**config.mk**
```make
export PLATFORM = sky130hd
export DESIGN_NAME = gpio_apb_regs
export DESIGN_NICKNAME = d
export VERILOG_FILES = /design/src/rtl/gpio_apb_pkg.sv /design/src/rtl/gpio_sync2.sv /design/src/rtl/gpio_port_regs.sv /design/src/rtl/gpio_irq_regs.sv /design/src/rtl/gpio_apb_regs.sv
export SDC_FILE = /design/constraint.sdc
export NUM_CORES = 1
export LEC_CHECK = 0
export BUFFER_PORTS_ARGS = -buffer_cell sky130_fd_sc_hd__buf_4
export CORE_ASPECT_RATIO = 1.25
export CORE_MARGIN = 2
export CORE_UTILIZATION = 30
export DETAILED_ROUTE_END_ITERATION = 8
export PLACE_DENSITY_LB_ADDON = 0.05
export SYNTH_ARGS = -nofsm -noshare
export SYNTH_HDL_FRONTEND = slang
export SYNTH_SLANG_ARGS = --single-unit
```
**constraint.sdc**
```tcl
create_clock -name clk -period 3 [get_ports clk]
set_input_delay 0.45 -clock clk [delete_from_list [all_inputs] [get_ports clk]]
set_output_delay 0.45 -clock clk [all_outputs]
set_load 0.02 [all_outputs]
```
**src/rtl/gpio_apb_pkg.sv**
```systemverilog
package gpio_apb_pkg;
  localparam int unsigned MAX_PORTS = 4;
  localparam int unsigned WORD_W    = 32;

  // register map (byte offsets); strides are behavioural
  localparam logic [7:0] OFS_DRV_BASE = 8'h00;
  localparam logic [7:0] OFS_DIR_BASE = 8'h04;
  localparam logic [7:0] PAIR_STRIDE  = 8'h0C;
  localparam logic [7:0] OFS_INP_BASE = 8'h50;
  localparam logic [7:0] INP_STRIDE   = 8'h04;
  localparam logic [7:0] OFS_IRQ_EN   = 8'h30;
  localparam logic [7:0] OFS_IRQ_MSK  = 8'h34;
  localparam logic [7:0] OFS_IRQ_TYP  = 8'h38;
  localparam logic [7:0] OFS_IRQ_POL  = 8'h3C;
  localparam logic [7:0] OFS_IRQ_STA  = 8'h40;
  localparam logic [7:0] OFS_IRQ_EOI  = 8'h4C;

  typedef struct packed {
    logic [WORD_W-1:0] en;
    logic [WORD_W-1:0] msk;
    logic [WORD_W-1:0] typ;
    logic [WORD_W-1:0] pol;
  } irq_cfg_t;

  function automatic logic [WORD_W-1:0] width_mask(int unsigned w);
    return (w >= WORD_W) ? '1 : ((WORD_W'(1) << w) - WORD_W'(1));
  endfunction
endpackage

```
**src/rtl/gpio_sync2.sv**
```systemverilog
module gpio_sync2 #(
  parameter int unsigned W = 8
) (
  input  logic         clk,
  input  logic         rst_n,
  input  logic [W-1:0] d,
  output logic [W-1:0] q
);
  logic [W-1:0] meta_q;
  logic [W-1:0] stab_q;

  always_ff @(posedge clk or negedge rst_n) begin
    if (!rst_n) begin
      meta_q <= '0;
      stab_q <= '0;
    end else begin
      meta_q <= d;
      stab_q <= meta_q;
    end
  end

  assign q = stab_q;
endmodule

```
**src/rtl/gpio_port_regs.sv**
```systemverilog
module gpio_port_regs
  import gpio_apb_pkg::*;
#(
  parameter int unsigned PINS = 8
) (
  input  logic              clk,
  input  logic              rst_n,
  input  logic              wr_drv,
  input  logic              wr_dir,
  input  logic [PINS-1:0]   wdata,
  input  logic [PINS-1:0]   pins,
  output logic [WORD_W-1:0] drv_word,
  output logic [WORD_W-1:0] dir_word,
  output logic [WORD_W-1:0] inp_word
);
  logic [PINS-1:0] drv_q;
  logic [PINS-1:0] dir_q;
  logic [PINS-1:0] inp_s;

  always_ff @(posedge clk or negedge rst_n) begin
    if (!rst_n) begin
      drv_q <= '0;
      dir_q <= '0;
    end else begin
      if (wr_drv) drv_q <= wdata;
      if (wr_dir) dir_q <= wdata;
    end
  end

  gpio_sync2 #(.W(PINS)) u_sync (
    .clk  (clk),
    .rst_n(rst_n),
    .d    (pins),
    .q    (inp_s)
  );

  assign drv_word = WORD_W'(drv_q);
  assign dir_word = WORD_W'(dir_q);
  assign inp_word = WORD_W'(inp_s);
endmodule

```
**src/rtl/gpio_irq_regs.sv**
```systemverilog
module gpio_irq_regs
  import gpio_apb_pkg::*;
#(
  parameter int unsigned W = 8
) (
  input  logic              clk,
  input  logic              rst_n,
  input  logic              wr,
  input  logic [7:0]        ofs,
  input  logic [W-1:0]      wdata,
  output irq_cfg_t          cfg,
  output logic              eoi_vld,
  output logic [WORD_W-1:0] eoi_data
);
  logic [W-1:0] en_q, msk_q, typ_q, pol_q, eoi_q;
  logic         eoi_vld_q;

  always_ff @(posedge clk or negedge rst_n) begin
    if (!rst_n) begin
      en_q      <= '0;
      msk_q     <= '0;
      typ_q     <= '0;
      pol_q     <= '0;
      eoi_q     <= '0;
      eoi_vld_q <= 1'b0;
    end else begin
      if (wr && ofs == OFS_IRQ_EN)  en_q  <= wdata;
      if (wr && ofs == OFS_IRQ_MSK) msk_q <= wdata;
      if (wr && ofs == OFS_IRQ_TYP) typ_q <= wdata;
      if (wr && ofs == OFS_IRQ_POL) pol_q <= wdata;
      eoi_vld_q <= wr && (ofs == OFS_IRQ_EOI);
      eoi_q     <= (wr && ofs == OFS_IRQ_EOI) ? wdata : '0;
    end
  end

  assign cfg.en   = WORD_W'(en_q);
  assign cfg.msk  = WORD_W'(msk_q);
  assign cfg.typ  = WORD_W'(typ_q);
  assign cfg.pol  = WORD_W'(pol_q);
  assign eoi_vld  = eoi_vld_q;
  assign eoi_data = WORD_W'(eoi_q);
endmodule

```
**src/rtl/gpio_apb_regs.sv**
```systemverilog
module gpio_apb_regs
  import gpio_apb_pkg::*;
#(
  parameter int unsigned ADDR_W    = 8,
  parameter int unsigned NUM_PORTS = 4,
  parameter int unsigned PINS_A    = 32,
  parameter int unsigned PINS_B    = 32,
  parameter int unsigned PINS_C    = 32,
  parameter int unsigned PINS_D    = 32
) (
  input  logic                        clk,
  input  logic                        rst_n,
  input  logic                        psel,
  input  logic                        penable,
  input  logic                        pwrite,
  input  logic [ADDR_W-1:0]           paddr,
  input  logic [31:0]                 pwdata,
  output logic [31:0]                 prdata,
  output logic                        pready,
  output logic                        pslverr,
  input  logic [NUM_PORTS*32-1:0]     pin_in,
  output logic [NUM_PORTS*32-1:0]     pin_out,
  output logic [NUM_PORTS*32-1:0]     pin_oe,
  output logic [31:0]                 irq_en,
  output logic [31:0]                 irq_mask,
  output logic [31:0]                 irq_type,
  output logic [31:0]                 irq_pol,
  input  logic [31:0]                 irq_status,
  output logic                        irq_eoi_vld,
  output logic [31:0]                 irq_eoi_data
);
  localparam int unsigned BUS_W = NUM_PORTS * WORD_W;

  function automatic int unsigned port_pins(int unsigned p);
    case (p)
      0:       return PINS_A;
      1:       return PINS_B;
      2:       return PINS_C;
      default: return PINS_D;
    endcase
  endfunction

  logic [7:0] ofs;
  logic       hi_ok;
  logic       wr_acc;
  logic       rd_sel;

  assign ofs    = paddr[7:0];
  assign hi_ok  = ((paddr >> 8) == '0);
  assign wr_acc = psel && penable && pwrite && hi_ok;
  assign rd_sel = psel && !pwrite && hi_ok;

  logic [WORD_W-1:0] drv_v [MAX_PORTS];
  logic [WORD_W-1:0] dir_v [MAX_PORTS];
  logic [WORD_W-1:0] inp_v [MAX_PORTS];

  for (genvar p = 0; p < MAX_PORTS; p++) begin : g_port
    localparam logic [7:0] A_DRV = 8'(OFS_DRV_BASE + p * PAIR_STRIDE);
    localparam logic [7:0] A_DIR = 8'(OFS_DIR_BASE + p * PAIR_STRIDE);
    if (p < NUM_PORTS) begin : g_on
      localparam int unsigned PW = port_pins(p);
      gpio_port_regs #(.PINS(PW)) u_port (
        .clk     (clk),
        .rst_n   (rst_n),
        .wr_drv  (wr_acc && ofs == A_DRV),
        .wr_dir  (wr_acc && ofs == A_DIR),
        .wdata   (pwdata[PW-1:0]),
        .pins    (pin_in[p*WORD_W +: PW]),
        .drv_word(drv_v[p]),
        .dir_word(dir_v[p]),
        .inp_word(inp_v[p])
      );
      assign pin_out[p*WORD_W +: WORD_W] = drv_v[p];
      assign pin_oe[p*WORD_W +: WORD_W]  = dir_v[p];
    end else begin : g_off
      assign drv_v[p] = '0;
      assign dir_v[p] = '0;
      assign inp_v[p] = '0;
    end
  end

  irq_cfg_t irq_cfg;

  gpio_irq_regs #(.W(PINS_A)) u_irq (
    .clk     (clk),
    .rst_n   (rst_n),
    .wr      (wr_acc),
    .ofs     (ofs),
    .wdata   (pwdata[PINS_A-1:0]),
    .cfg     (irq_cfg),
    .eoi_vld (irq_eoi_vld),
    .eoi_data(irq_eoi_data)
  );

  assign irq_en   = irq_cfg.en;
  assign irq_mask = irq_cfg.msk;
  assign irq_type = irq_cfg.typ;
  assign irq_pol  = irq_cfg.pol;

  logic [WORD_W-1:0] rd_mux;

  always_comb begin
    rd_mux = '0;
    for (int unsigned p = 0; p < MAX_PORTS; p++) begin
      if (ofs == 8'(OFS_DRV_BASE + p * PAIR_STRIDE)) rd_mux = drv_v[p];
      if (ofs == 8'(OFS_DIR_BASE + p * PAIR_STRIDE)) rd_mux = dir_v[p];
      if (ofs == 8'(OFS_INP_BASE + p * INP_STRIDE))  rd_mux = inp_v[p];
    end
    case (ofs)
      OFS_IRQ_EN:  rd_mux = irq_cfg.en;
      OFS_IRQ_MSK: rd_mux = irq_cfg.msk;
      OFS_IRQ_TYP: rd_mux = irq_cfg.typ;
      OFS_IRQ_POL: rd_mux = irq_cfg.pol;
      OFS_IRQ_STA: rd_mux = irq_status & width_mask(PINS_A);
      default: ;
    endcase
  end

  assign prdata  = rd_sel ? rd_mux : '0;
  assign pready  = 1'b1;
  assign pslverr = 1'b0;

  logic unused_bits;
  assign unused_bits = ^{pin_in, pwdata, irq_status, BUS_W[0]};
endmodule

```
**After elaboration in Yosys (flattened, before gate mapping)**

Index checks and enable logic that the tools add are counted.

- Equality and inequality tests: 17
- Multiplexer cells: 15
- Reduce and logical (&&, ||, !) cells: 18

Operators with widths:

| operator | count |
|---|---|
| two-way mux 32 bit | 14 |
| one-hot mux 32 bit (5 select lines) | 1 |
| == test 8 x 6 -> 1 bit (second input constant) | 6 |
| == test 8 x 7 -> 1 bit (second input constant) | 6 |
| == test 8 x 5 -> 1 bit (second input constant) | 3 |
| logical AND 1 bit | 16 |
| == test 8 x 3 -> 1 bit (second input constant) | 1 |
| == test 8 x 4 -> 1 bit (second input constant) | 1 |
| zero test 8 bit | 1 |
| zero test 1 bit | 1 |

- Register bits: 673
- Input port bits: 205

**Logic depth before layout (Yosys ltp)**

- Depth in word-level cells: 15
- Depth in mapped cells: 10

**Cells and area by module**

From an unflattened synthesis, not the netlist that was laid out.

- Cell total of the unflattened synthesis: 2,046
- Area, all modules: 28,352.2 µm²

Modules (own cells, without submodules):

| module | times used | cells an instance | area an instance (µm²) | sequential area each (µm²) |
|---|---|---|---|---|
| gpio_port_regs | 4 | 136 | 2,690.1 | 1,601.5 |
| gpio_sync2 | 4 | 64 | 1,601.5 | 1,601.5 |
| gpio_irq_regs | 1 | 348 | 5,908.2 | 4,028.9 |
| gpio_apb_regs | 1 | 898 | 5,277.6 | 0.0 |

**Worst setup path before layout**

Ideal clock, no wire load.

- Kind: input port to output port
- Start: input paddr[6]
- End: output prdata[12]
- Arrival time: 2.495 ns
- Required time: 2.550 ns
- Setup slack: 0.055 ns
- Stages: 9
- Path buffers: 3
- Cells stage by stage: buf_2 or4b_1 buf_2 nor2_4 buf_2 a221oi_2 o211ai_1 a21oi_1 nor4_1

- Cells in the longest elaborated chain, start to end: 15

RTL lines:

| what | RTL line | text |
|---|---|---|
| from (decl) | gpio_apb_regs.sv:16 | `input logic [ADDR_W-1:0] paddr,` |
| zero test 8 bit | gpio_apb_regs.sv:105 | `if (ofs == 8'(OFS_DRV_BASE + p * PAIR_STRIDE)) rd_mux = drv_v[p];` |
| two-way mux 32 bit | gpio_apb_regs.sv:105 |  |
| two-way mux 32 bit | gpio_apb_regs.sv:106 | `if (ofs == 8'(OFS_DIR_BASE + p * PAIR_STRIDE)) rd_mux = dir_v[p];` |
| two-way mux 32 bit | gpio_apb_regs.sv:107 | `if (ofs == 8'(OFS_INP_BASE + p * INP_STRIDE)) rd_mux = inp_v[p];` |
| two-way mux 32 bit | gpio_apb_regs.sv:105 |  |
| two-way mux 32 bit | gpio_apb_regs.sv:106 |  |
| two-way mux 32 bit | gpio_apb_regs.sv:107 |  |
| two-way mux 32 bit | gpio_apb_regs.sv:105 |  |
| two-way mux 32 bit | gpio_apb_regs.sv:106 |  |
| two-way mux 32 bit | gpio_apb_regs.sv:107 |  |
| two-way mux 32 bit | gpio_apb_regs.sv:105 |  |
| two-way mux 32 bit | gpio_apb_regs.sv:106 |  |
| two-way mux 32 bit | gpio_apb_regs.sv:107 |  |
| one-hot mux 32 bit (5 select lines) * | gpio_apb_regs.sv:109 | `case (ofs)` |
| two-way mux 32 bit * | gpio_apb_regs.sv:119 | `assign prdata = rd_sel ? rd_mux : '0;` |
| to (decl) | gpio_apb_regs.sv:18 | `output logic [31:0] prdata,` |

Mark *: on every way between the ends. The rest lies on a longest branch, timed or not.

**Worst setup path after layout**

- Start: input paddr[0]
- End: output prdata[13]

Same word-level chain as after synthesis.

==> results.ini <==
[run_status]
status=finished, violations left
violations=negative setup slack

[critical_path]
critPathLaunch=paddr[0]
reg2reg_from=g_port[0].g_on.u_port.dir_word[2]$_DFFE_PN0P_
path_class=input port to primary output
rr_worst_depth=1
critPathArrivalTime_ns=2.62
crit_fanout=7
crit_required_ns=2.55
timing.rr.end=g_port[0].g_on.u_port.dir_word[2]$_DFFE_PN0P_
start_kind=input port
end_kind=primary output
rrSetupSlack_ns=2.12

[sta]
min_period_ns=3.070
tightest_slew_ns=0.7254
max-slew-margin-rel=0.5087
finalCritPeriodShare=1.023
rsz0062_at_grt=true
setup_viol=2
fmax_ghz=0.3257
fin_setup_tns_ns=-0.07185
final_max_slew_viol_count=0
layout_setup_ws_ns=-0.07003
clock_skew_ns=0.008502
hold_viol=0

[die]
chipHeight_um=338.6
initial_core_util=0.3030
rows=122
io_pins=656
dieArea_um2=91990
core_um2=88690
die_w_um=271.7

[cts]
cts-root-buf=clkbuf_16
cts_tree=done
max-clock-path-buffers=3
cts.sinks=673
cts_buffers=75
clk_pin_slew_worst_paths_ns=0.06
clock_latency_ns=0.63
htreeDepth=3

[synthesis]
syn_inst=1988
synth_top_area_cell=dfrtp_1
synth-edff-count=0
yosys-top-cells-area=dfrtp_1 63%, mux2_2 16%, a21oi_1 2.2%, o22ai_1 1.6%, o21ai_0 1.5%
synth.avg_cell_area_um2=13.52
synth_seq_cells=673
synth_area_um2=26870
synth_common_cells=673 x dfrtp_1, 390 x mux2_2, 117 x a21oi_1
async_flop_share=1.000
synth_top_area_frac=0.6268
syn_nets=2193
yosysWarningCount=0
synthFlopType=dfrtp_1
ys_types=72
yosysSeqAreaShare=0.6268
yosysMostFrequentCell=dfrtp_1

[routing]
drc=0
vias=21400
wl_um=125700
drt_iter0_drc=1547
postRouteAntennaNets=0
drt_pass1_iterations=7
post_drt_wl_per_cell_um=29.96
viasPerCell=5.099

[layout]
layout.nets=3162
fin_cells=4197
syn_to_final_growth_pct=47.92
layout-drive-gt1-share=0.5193
stdcell_area_um2=39750

[global_routing]
grt_busiest_layer=met2
grt_use_met3=0.06389
grt_util_met1=0.3522
grt_pass1_wl_um=176100
use_met2=0.4463
grt_usage=0.2692
grt_pass1_vias=22550
gr-total-overflow=0
antenna_found_initial=16
grt_max_degree=77

[place]
port_buffers=653
gp_congestion=0.9168
pre_cts_slack_ns=-0.4156
placed_cell_area_um2=35100
place_inst=3905
hpwl_um=95970

[worst_hold_path]
min_path_type=input port to flip-flop
hold_path_end=u_irq.eoi_data[20]$_DFF_PN0_
hp-start=pwdata[20]
holdPathStages=2

[power_and_ir_drop]
p_leak_nw=19.35
p_total_w=0.02028
vdd_ir_drop_max_mv=0.3937
power_density_nw_per_um2=510.3

[run]
maxCapViolations=0

registers in the layout, summed over array words and instances (netlist names):
signal	count
g_port.g_on.u_port.dir_word	128
g_port.g_on.u_port.drv_word	128
g_port.g_on.u_port.u_sync.meta_q	128
g_port.g_on.u_port.u_sync.q	128
u_irq.en_q	32
u_irq.eoi_data	32
u_irq.eoi_vld	1
u_irq.msk_q	32
u_irq.pol_q	32
u_irq.typ_q	32
where the power goes:
part	leakage [nW]	switching, W	internal [W]
Clock	1.21	0.00388	0.00534
Combinational	9.35	0.000906	0.000682
Sequential	8.79	0.000145	0.00933
cell usage in the layout, fill, tap and decap left out, types with 6 or more instances in the layout:
master,count
and2_1,33
diode_2,7
clkbuf_16,78
buf_4,832
dlygate4sd3_1,129
mux2i_1,28
clkbuf_1,16
clkinv_2,19
clkbuf_8,9
a22o_1,10
o311ai_1,6
nor2b_1,17
buf_6,37
mux4_2,7
mux2_2,390
buf_12,51
nand2_1,75
nor4_4,8
a21oi_1,96
o22ai_1,64
o211ai_1,24
a21o_1,6
nand3_1,21
dfrtp_1,673
a31oi_1,11
nor3_1,6
o21ai_0,74
nor2_1,50
a22oi_1,34
a21oi_2,14
a21oi_4,7
o2bb2ai_1,9
nor2_4,8
nand2_2,12
worst max-delay path, cell delays in order:
cell	delay, ns
buf_8	0.11
buf_6	0.11
or4_4	0.55
buf_4	0.16
o21ai_2	0.17
buf_12	0.16
buf_4	0.12
o311ai_2	0.16
a211oi_2	0.33
buf_4	0.16
buf_4	0.13
metrics by stage:
step | util | hold slack, ns
after global routing | 0.4480 | 0.1643
final | 0.4482 | 0.1811
after floorplan | - | 0.1544
after detailed placement | 0.3958 | 0.3347
after global placement | 0.3958 | 0.3336
after CTS | 0.4427 | 0.1380
worst max path at each step:
stage	cells after the start	end
detailed placement	9	prdata[8]
finish	11	prdata[13]
floorplan	9	prdata[12]
global route	11	prdata[13]
global placement	9	prdata[8]
CTS	10	prdata[13]
cell type report:
class	count	area [um^2]
fill	8342	48940
sequential	673	16840
multi-input combinational	1152	9950
timing repair buffer	1053	9035
clock buffer	103	2136
tap	1178	1474
clock inverter	29	285.3
antenna	7	17.52
inverter	2	7.507
what timing repair did:
action | CTS | global route
setup endpoints to repair | 32 | 31
buffers inserted | 15 | 14
pin swaps | 19 | 44
hold buffers | 129 | 0
gates resized for setup | 82 | 90
endpoints found under the hold margin | 188 | 0
cell families (layout without fill, tap and decap cells):
family | count (synthesis) | count (layout) | synth area share
buffers and inverters | 163 | 1187 | 0.02808
AO/OA/AOI/OAI | 440 | 440 | 0.1064
multiplexers | 430 | 430 | 0.1818
other | 2 | 9 | 0.0002795
AND/OR/NAND/NOR | 280 | 280 | 0.05672
flip-flops | 673 | 673 | 0.6268
layer usage:
metal / part of all wire / vias to the layer above
li1: - / 9217
met1: 0.42 / 11210
met2: 0.48 / 821
met3: 0.069 / 145
met4: 0.025 / 6
met5: 0.00028 / -
(Power assumes the default switching activity.)
